[src/rtl/afsg_pkg.sv]
package afsg_pkg;
    localparam int CFG_W       = 32;
    localparam int PER_LSB     = 16;
    localparam int PER_W       = 12;
    localparam int WID_LSB     = 8;
    localparam int WID_W       = 8;
    localparam int SRC_BIT     = 28;
    localparam int SYNC_STAGES = 2;

    // two 16-bit samples per frame, frame driven by the counter
    localparam logic [CFG_W-1:0] CFG_DEFAULT =
        (CFG_W'(1) << SRC_BIT) | (CFG_W'(31) << PER_LSB) | (CFG_W'(15) << WID_LSB);

    typedef struct packed {
        logic             from_counter;
        logic [PER_W-1:0] period;
        logic [WID_W-1:0] width;
    } gen_cfg_t;

    function automatic gen_cfg_t decode_cfg(input logic [CFG_W-1:0] w);
        gen_cfg_t c;
        c.from_counter = w[SRC_BIT];
        c.period       = w[PER_LSB +: PER_W];
        c.width        = w[WID_LSB +: WID_W];
        return c;
    endfunction
endpackage

[src/rtl/afsg_tick_sel.sv]
module afsg_tick_sel #(
    parameter int STAGES = afsg_pkg::SYNC_STAGES
) (
    input  logic clk,
    input  logic rst_n,
    input  logic ext_sel,
    input  logic int_ce,
    input  logic ext_pin,
    output logic tick_o
);
    localparam int SH_W = STAGES + 1;

    typedef struct packed {
        logic [SH_W-1:0] sh;
    } tick_state_t;

    tick_state_t cur_q, nxt_d;
    logic        ext_edge;

    always_comb begin
        nxt_d    = cur_q;
        nxt_d.sh = {cur_q.sh[SH_W-2:0], ext_pin};
        ext_edge = cur_q.sh[STAGES-1] & ~cur_q.sh[STAGES];
        tick_o   = ext_sel ? ext_edge : int_ce;
    end

    always_ff @(posedge clk or negedge rst_n) begin
        if (!rst_n) cur_q <= '0;
        else        cur_q <= nxt_d;
    end


    ext_tick_gap_chk: assert property (@(posedge clk) disable iff (!rst_n)
        (ext_sel && tick_o) |=> (!tick_o || !ext_sel));
endmodule

[src/rtl/afsg_frame_ctr.sv]
module afsg_frame_ctr #(
    parameter int CNT_W = afsg_pkg::PER_W
) (
    input  logic             clk,
    input  logic             rst_n,
    input  logic             gen_en,
    input  logic             tick,
    input  logic             from_counter,
    input  logic             xfer_req,
    input  logic [CNT_W-1:0] period,
    output logic [CNT_W-1:0] cnt_q_o,
    output logic [CNT_W-1:0] cnt_next_o,
    output logic             live_next_o,
    output logic             wrap_next_o
);
    typedef struct packed {
        logic [CNT_W-1:0] cnt;
        logic             live;
    } ctr_state_t;

    ctr_state_t cur_q, nxt_d;
    logic       wrap_d;

    always_comb begin
        nxt_d  = cur_q;
        wrap_d = 1'b0;
        if (!gen_en) begin
            nxt_d.cnt  = '0;
            nxt_d.live = 1'b0;
        end else if (tick) begin
            if (from_counter) begin
                if (!cur_q.live || cur_q.cnt >= period) begin
                    nxt_d.cnt  = '0;
                    nxt_d.live = 1'b1;
                    wrap_d     = 1'b1;
                end else begin
                    nxt_d.cnt = cur_q.cnt + 1'b1;
                end
            end else begin
                if (xfer_req) begin
                    nxt_d.cnt  = '0;
                    nxt_d.live = 1'b1;
                    wrap_d     = 1'b1;
                end else if (cur_q.live && cur_q.cnt < period) begin
                    nxt_d.cnt = cur_q.cnt + 1'b1;
                end else begin
                    nxt_d.live = 1'b0;
                end
            end
        end
        cnt_q_o     = cur_q.cnt;
        cnt_next_o  = nxt_d.cnt;
        live_next_o = nxt_d.live;
        wrap_next_o = wrap_d;
    end

    always_ff @(posedge clk or negedge rst_n) begin
        if (!rst_n) cur_q <= '0;
        else        cur_q <= nxt_d;
    end


    cnt_step_chk: assert property (@(posedge clk) disable iff (!rst_n)
        (gen_en && tick && from_counter && cur_q.live && cur_q.cnt < period)
        |=> cur_q.cnt == $past(cur_q.cnt) + 1'b1);

    cnt_hold_chk: assert property (@(posedge clk) disable iff (!rst_n)
        (gen_en && !tick) |=> $stable(cur_q.cnt));

    gen_off_clear_chk: assert property (@(posedge clk) disable iff (!rst_n)
        !gen_en |=> (cur_q.cnt == '0 && !cur_q.live));

    xfer_restart_chk: assert property (@(posedge clk) disable iff (!rst_n)
        (gen_en && tick && !from_counter && xfer_req) |=> (cur_q.cnt == '0 && cur_q.live));
endmodule

[src/rtl/afsg_fsync_out.sv]
module afsg_fsync_out #(
    parameter int CNT_W = afsg_pkg::PER_W,
    parameter int WID_W = afsg_pkg::WID_W
) (
    input  logic             clk,
    input  logic             rst_n,
    input  logic             gen_en,
    input  logic             fs_en,
    input  logic             active_low,
    input  logic [WID_W-1:0] width,
    input  logic [CNT_W-1:0] cnt_next,
    input  logic             live_next,
    input  logic             wrap_next,
    output logic             fsync_o,
    output logic             fstart_o
);
    typedef struct packed {
        logic act;
        logic fstart;
    } out_state_t;

    out_state_t       cur_q, nxt_d;
    logic [CNT_W-1:0] width_ext;
    logic             both_en;

    always_comb begin
        width_ext    = CNT_W'(width);
        both_en      = gen_en & fs_en;
        nxt_d.act    = both_en & live_next & (cnt_next <= width_ext);
        nxt_d.fstart = both_en & wrap_next;
        fsync_o      = cur_q.act ^ active_low;
        fstart_o     = cur_q.fstart;
    end

    always_ff @(posedge clk or negedge rst_n) begin
        if (!rst_n) cur_q <= '0;
        else        cur_q <= nxt_d;
    end


    staged_enable_chk: assert property (@(posedge clk) disable iff (!rst_n)
        (!gen_en || !fs_en) |=> (!cur_q.act && !cur_q.fstart));
endmodule

[src/rtl/afsg_frame_sync_gen.sv]
module afsg_frame_sync_gen
    import afsg_pkg::*;
(
    input  logic             clk,
    input  logic             rst_n,
    input  logic [CFG_W-1:0] cfg_word,
    input  logic             fs_active_low,
    input  logic             gen_enable,
    input  logic             fs_enable,
    input  logic             ext_clk_sel,
    input  logic             bclk_ce,
    input  logic             ext_bclk,
    input  logic             xfer_req,
    output logic             fsync,
    output logic             frame_start,
    output logic             bit_tick,
    output logic [PER_W-1:0] bit_count
);
    gen_cfg_t         cfg;
    logic [PER_W-1:0] cnt_next;
    logic             live_next;
    logic             wrap_next;

    always_comb cfg = decode_cfg(cfg_word);

    afsg_tick_sel #(.STAGES(SYNC_STAGES)) u_tick (
        .clk     (clk),
        .rst_n   (rst_n),
        .ext_sel (ext_clk_sel),
        .int_ce  (bclk_ce),
        .ext_pin (ext_bclk),
        .tick_o  (bit_tick)
    );

    afsg_frame_ctr #(.CNT_W(PER_W)) u_ctr (
        .clk          (clk),
        .rst_n        (rst_n),
        .gen_en       (gen_enable),
        .tick         (bit_tick),
        .from_counter (cfg.from_counter),
        .xfer_req     (xfer_req),
        .period       (cfg.period),
        .cnt_q_o      (bit_count),
        .cnt_next_o   (cnt_next),
        .live_next_o  (live_next),
        .wrap_next_o  (wrap_next)
    );

    afsg_fsync_out #(.CNT_W(PER_W), .WID_W(WID_W)) u_out (
        .clk        (clk),
        .rst_n      (rst_n),
        .gen_en     (gen_enable),
        .fs_en      (fs_enable),
        .active_low (fs_active_low),
        .width      (cfg.width),
        .cnt_next   (cnt_next),
        .live_next  (live_next),
        .wrap_next  (wrap_next),
        .fsync_o    (fsync),
        .fstart_o   (frame_start)
    );


    fstart_zero_chk: assert property (@(posedge clk) disable iff (!rst_n)
        frame_start |-> bit_count == '0);

    fstart_active_chk: assert property (@(posedge clk) disable iff (!rst_n)
        frame_start |-> fsync != fs_active_low);
endmodule

[config.mk]
export PLATFORM = sky130hd
export DESIGN_NAME = afsg_frame_sync_gen
export DESIGN_NICKNAME = d
export VERILOG_FILES = /design/src/rtl/afsg_pkg.sv /design/src/rtl/afsg_tick_sel.sv /design/src/rtl/afsg_frame_ctr.sv /design/src/rtl/afsg_fsync_out.sv /design/src/rtl/afsg_frame_sync_gen.sv
export SDC_FILE = /design/constraint.sdc
export NUM_CORES = 1
export LEC_CHECK = 0
export ABC_AREA = 1
export BUFFER_PORTS_ARGS = -buffer_cell sky130_fd_sc_hd__buf_2
export CELL_PAD_IN_SITES_DETAIL_PLACEMENT = 2
export CELL_PAD_IN_SITES_GLOBAL_PLACEMENT = 2
export CORE_MARGIN = 2
export CORE_UTILIZATION = 29
export CTS_CLUSTER_SIZE = 20
export DETAILED_ROUTE_END_ITERATION = 10
export HOLD_SLACK_MARGIN = 0.08
export PLACE_DENSITY = 0.91
export SKIP_CTS_REPAIR_TIMING = 1
export SYNTH_ARGS = -nofsm -noshare
export SYNTH_HDL_FRONTEND = slang
export SYNTH_SLANG_ARGS = --single-unit
[constraint.sdc]
create_clock -name clk -period 4.9 [get_ports clk]
set_clock_uncertainty 0.1 [all_clocks]
set_input_delay 0.735 -clock clk [delete_from_list [all_inputs] [get_ports clk]]
set_output_delay 0.735 -clock clk [all_outputs]
set_load 0.05 [all_outputs]
==> results.ini <==
[sta]
tightest_slew_ns = 0.468
fin_tns_setup_ns = 0
finalSetupViolations = 0
max_freq_mhz = 280
post-route-min-period_ns = 3.58
finalHoldViolCount = 0
period_share = 0.730
maxSlewViolCount = 0
rsz0062_at_grt = no
relSlewSlack = 0.686

[critical_path]
cp_common_cell = nand2_1
crit_chain = buf_2 > inv_1 > ha_1 > nand2_1 > inv_1 > nor2_1 > nand2_1 > a21oi_4 > nand2_4 > nand2_1 > inv_1 > nand2_1 > nand4_1 > a21oi_1 > ha_1 > a21oi_1 > o21ai_0 > a21oi_1 > o21bai_1 > nor2_1 > nand3_1 > nor2_1
crit_fanout = 9
worst_setup_path_end_kind = flop
critPathSlowestCell = ha_1
critPathRequiredTime_ns = 4.99
critical_path_class = input pin to flop
critPathBufInv = 4
crit_family = simple AND/OR/NAND/NOR gates
arrival_ns = 3.66
slowest_delay_ns = 0.31
cp-start-kind = input pin

[yosys]
ys_seq_area_frac = 0.240
avgSynthCellArea_um2 = 6.64
syn-cell-area_um2 = 1880
synth_seq_cells = 18
syn_nets = 345
synth.distinct_cells = 31
syn_inst = 283
yosys_warnings = 0

[layout]
final_cell_mix = nand2_1 (72), inv_1 (51), buf_2 (44), nor2_1 (25), ha_1 (21)
multi_input_area_um2 = 1110
area_growth_pct = 14.3
stdcell_count = 393
stdcell_area_um2 = 2150
antenna_cells = 0
final_common_cell = nand2_1
fillers = 813
nets = 379
drive_gt1_frac = 0.199
regArea_um2 = 450

[clock_network]
cts_tree = built
htree_levels = 1
insertion_delay_ns = 0.25
cts_buffer_depth = 2
clkTransAtPathRegs_ns = 0.07
cts_made_buffers = 3
clkSinkCount = 18
cts-root-buf = clkbuf_8

[pwr]
ir_drop_uv = 67.0
power.share.switching = 0.393
powerDensity_nw_per_um2 = 214
pwr-share-clk = 0.272
p_leak_nw = 1.26
switchingPower_mw = 0.180
combPwrFrac = 0.356
p_int_mw = 0.278
seqPwrFrac = 0.372

[route]
drt_iter0_markers = 31
vias = 1949
wl_met3_um = 178
top_layer = met4
wl_mm = 6.02
wl_met1_mm = 2.56
wl_met2_mm = 3.23
wl_per_cell_um = 15.3
first_pass_iters = 4
post-route-drc-count = 0
ant_nets = 0
avgViaCountPerCell = 4.96

[placement]
placed_area_um2 = 2090
numPlacedInstances = 389
io_buffers = 44
place.gp.congestion = 0.835
place_hpwl_mm = 4.94

[floorplanning]
ios = 56
rows = 29
coreArea_um2 = 6310
die_x_um = 84.5
initial_core_util = 0.297
die_y_um = 84.5
fp.dieArea_um2 = 7140

[global_route]
overflow = 0
grt_max_degree = 20
antenna_found_initial = 0
grt_pass1_vias = 2204
grt_pass1_wl_mm = 10.3
track_usage = 0.178

[flow_run]
cap_violations = 0

[worst_hold_path]
hp-class = flop to flop

[outcome]
run_status = complete, no violations

==> cell type report <==
type / instances / area share
Sequential cell: 18 / 0.210
Clock buffer: 4 / 0.0257
Tap cell: 77 / 0.0449
Multi-Input combinational cell: 195 / 0.520
Timing Repair Buffer: 44 / 0.103
Inverter: 55 / 0.0974
==> kinds of logic after synthesis <==
family,synth area share
simple gates,0.326
buf+inv,0.167
compound gates,0.109
fa+ha+maj,0.140
flops,0.240
xor+xnor,0.0187
==> worst paths after layout <==
kind                                   from          endpoint  slack, ns  cells after the start
setup / recovery               cfg_word[27]    u_out.cur_q[1]       1.32                     22
hold / removal              u_tick.cur_q[0]   u_tick.cur_q[1]       0.26                      0
setup reg to reg           u_ctr.cnt_q_o[7]    u_out.cur_q[1]       1.36                     20
hold reg to reg             u_tick.cur_q[0]   u_tick.cur_q[1]       0.26                      0
max in group asynchronous             rst_n  u_ctr.cnt_q_o[6]       4.07                      1
min in group asynchronous             rst_n  u_ctr.cnt_q_o[9]       0.32                      1
==> metrics by stage <==
| stage | hold slack (ns) | power, mW | setup WS [ns] | util |
|---|---|---|---|---|
| after CTS | 0.262 | 0.467 | 1.30 | 0.340 |
| after global placement | 0.238 | 0.328 | 1.11 | 0.331 |
| final | 0.255 | 0.458 | 1.32 | 0.340 |
| after global routing | 0.278 | 0.491 | 0.963 | 0.340 |
| after floorplan | 0.231 | 0.291 | 1.74 | - |
| after detailed placement | 0.244 | 0.339 | 1.04 | 0.331 |
==> sequential cells by signal, summed over array words and instances (netlist names) <==
signal          cells
u_out.cur_q         1
u_ctr.cur_q         1
u_out.fstart_o      1
u_ctr.cnt_q_o      12
u_tick.cur_q        3
==> per-layer routing <==
metal,vias to the layer above,global-route usage
li1,948,-
met1,964,0.213
met2,35,0.349
met3,2,0.00787
met4,0,0.0390
met5,-,0
==> Yosys cell counts <==
| cell | n | area share |
|---|---|---|
| o21ai_1 | 1 | 0.0027 |
| buf_4 | 12 | 0.048 |
| nor3_1 | 1 | 0.0027 |
| nand2_4 | 2 | 0.012 |
| nor2_1 | 25 | 0.050 |
| buf_2 | 1 | 0.0027 |
| clkbuf_1 | 1 | 0.0020 |
| nand4_1 | 8 | 0.027 |
| and2_2 | 1 | 0.0040 |
| nand3_1 | 16 | 0.043 |
| clkbuf_2 | 1 | 0.0027 |
| a211oi_1 | 1 | 0.0040 |
| nand2_2 | 3 | 0.010 |
| xor2_1 | 4 | 0.019 |
| o21ai_0 | 14 | 0.037 |
| o21bai_1 | 3 | 0.012 |
| clkinv_1 | 1 | 0.0020 |
| a21oi_4 | 1 | 0.0087 |
| nand2_1 | 72 | 0.14 |
| inv_2 | 2 | 0.0040 |
| dfrtp_1 | 18 | 0.24 |
| nand3_4 | 1 | 0.0093 |
| o211ai_1 | 1 | 0.0040 |
| nor2_4 | 1 | 0.0060 |
| a21oi_1 | 15 | 0.040 |
| nor3_4 | 1 | 0.0087 |
| inv_4 | 1 | 0.0033 |
| nor2_2 | 2 | 0.0067 |
| ha_1 | 21 | 0.14 |
| nor3b_1 | 1 | 0.0040 |
| inv_1 | 51 | 0.10 |
==> worst register-to-register path, cell delays in order (launching register included) <==
cell and delay (ns):
dfrtp_1 0.54, ha_1 0.32, nand2_1 0.09, inv_1 0.05
nand2_1 0.06, nand2_1 0.08, a21oi_4 0.24, nand2_4 0.14
nand2_1 0.21, inv_1 0.12, nand2_1 0.07, nand4_1 0.10
a21oi_1 0.22, ha_1 0.28, a21oi_1 0.15, o21ai_0 0.09
a21oi_1 0.13, o21bai_1 0.09, nor2_1 0.20, nand3_1 0.11
nor2_1 0.09
==> power by group through the flow <==
stage | sequential [mW] | combinational, mW | clock, mW
floorplan | 0.168 | 0.123 | 0
detailed placement | 0.173 | 0.165 | 0
global route | 0.172 | 0.185 | 0.133
finish | 0.170 | 0.163 | 0.125
global placement | 0.173 | 0.155 | 0
CTS | 0.171 | 0.167 | 0.130
Power figures use the tool's default switching activity.
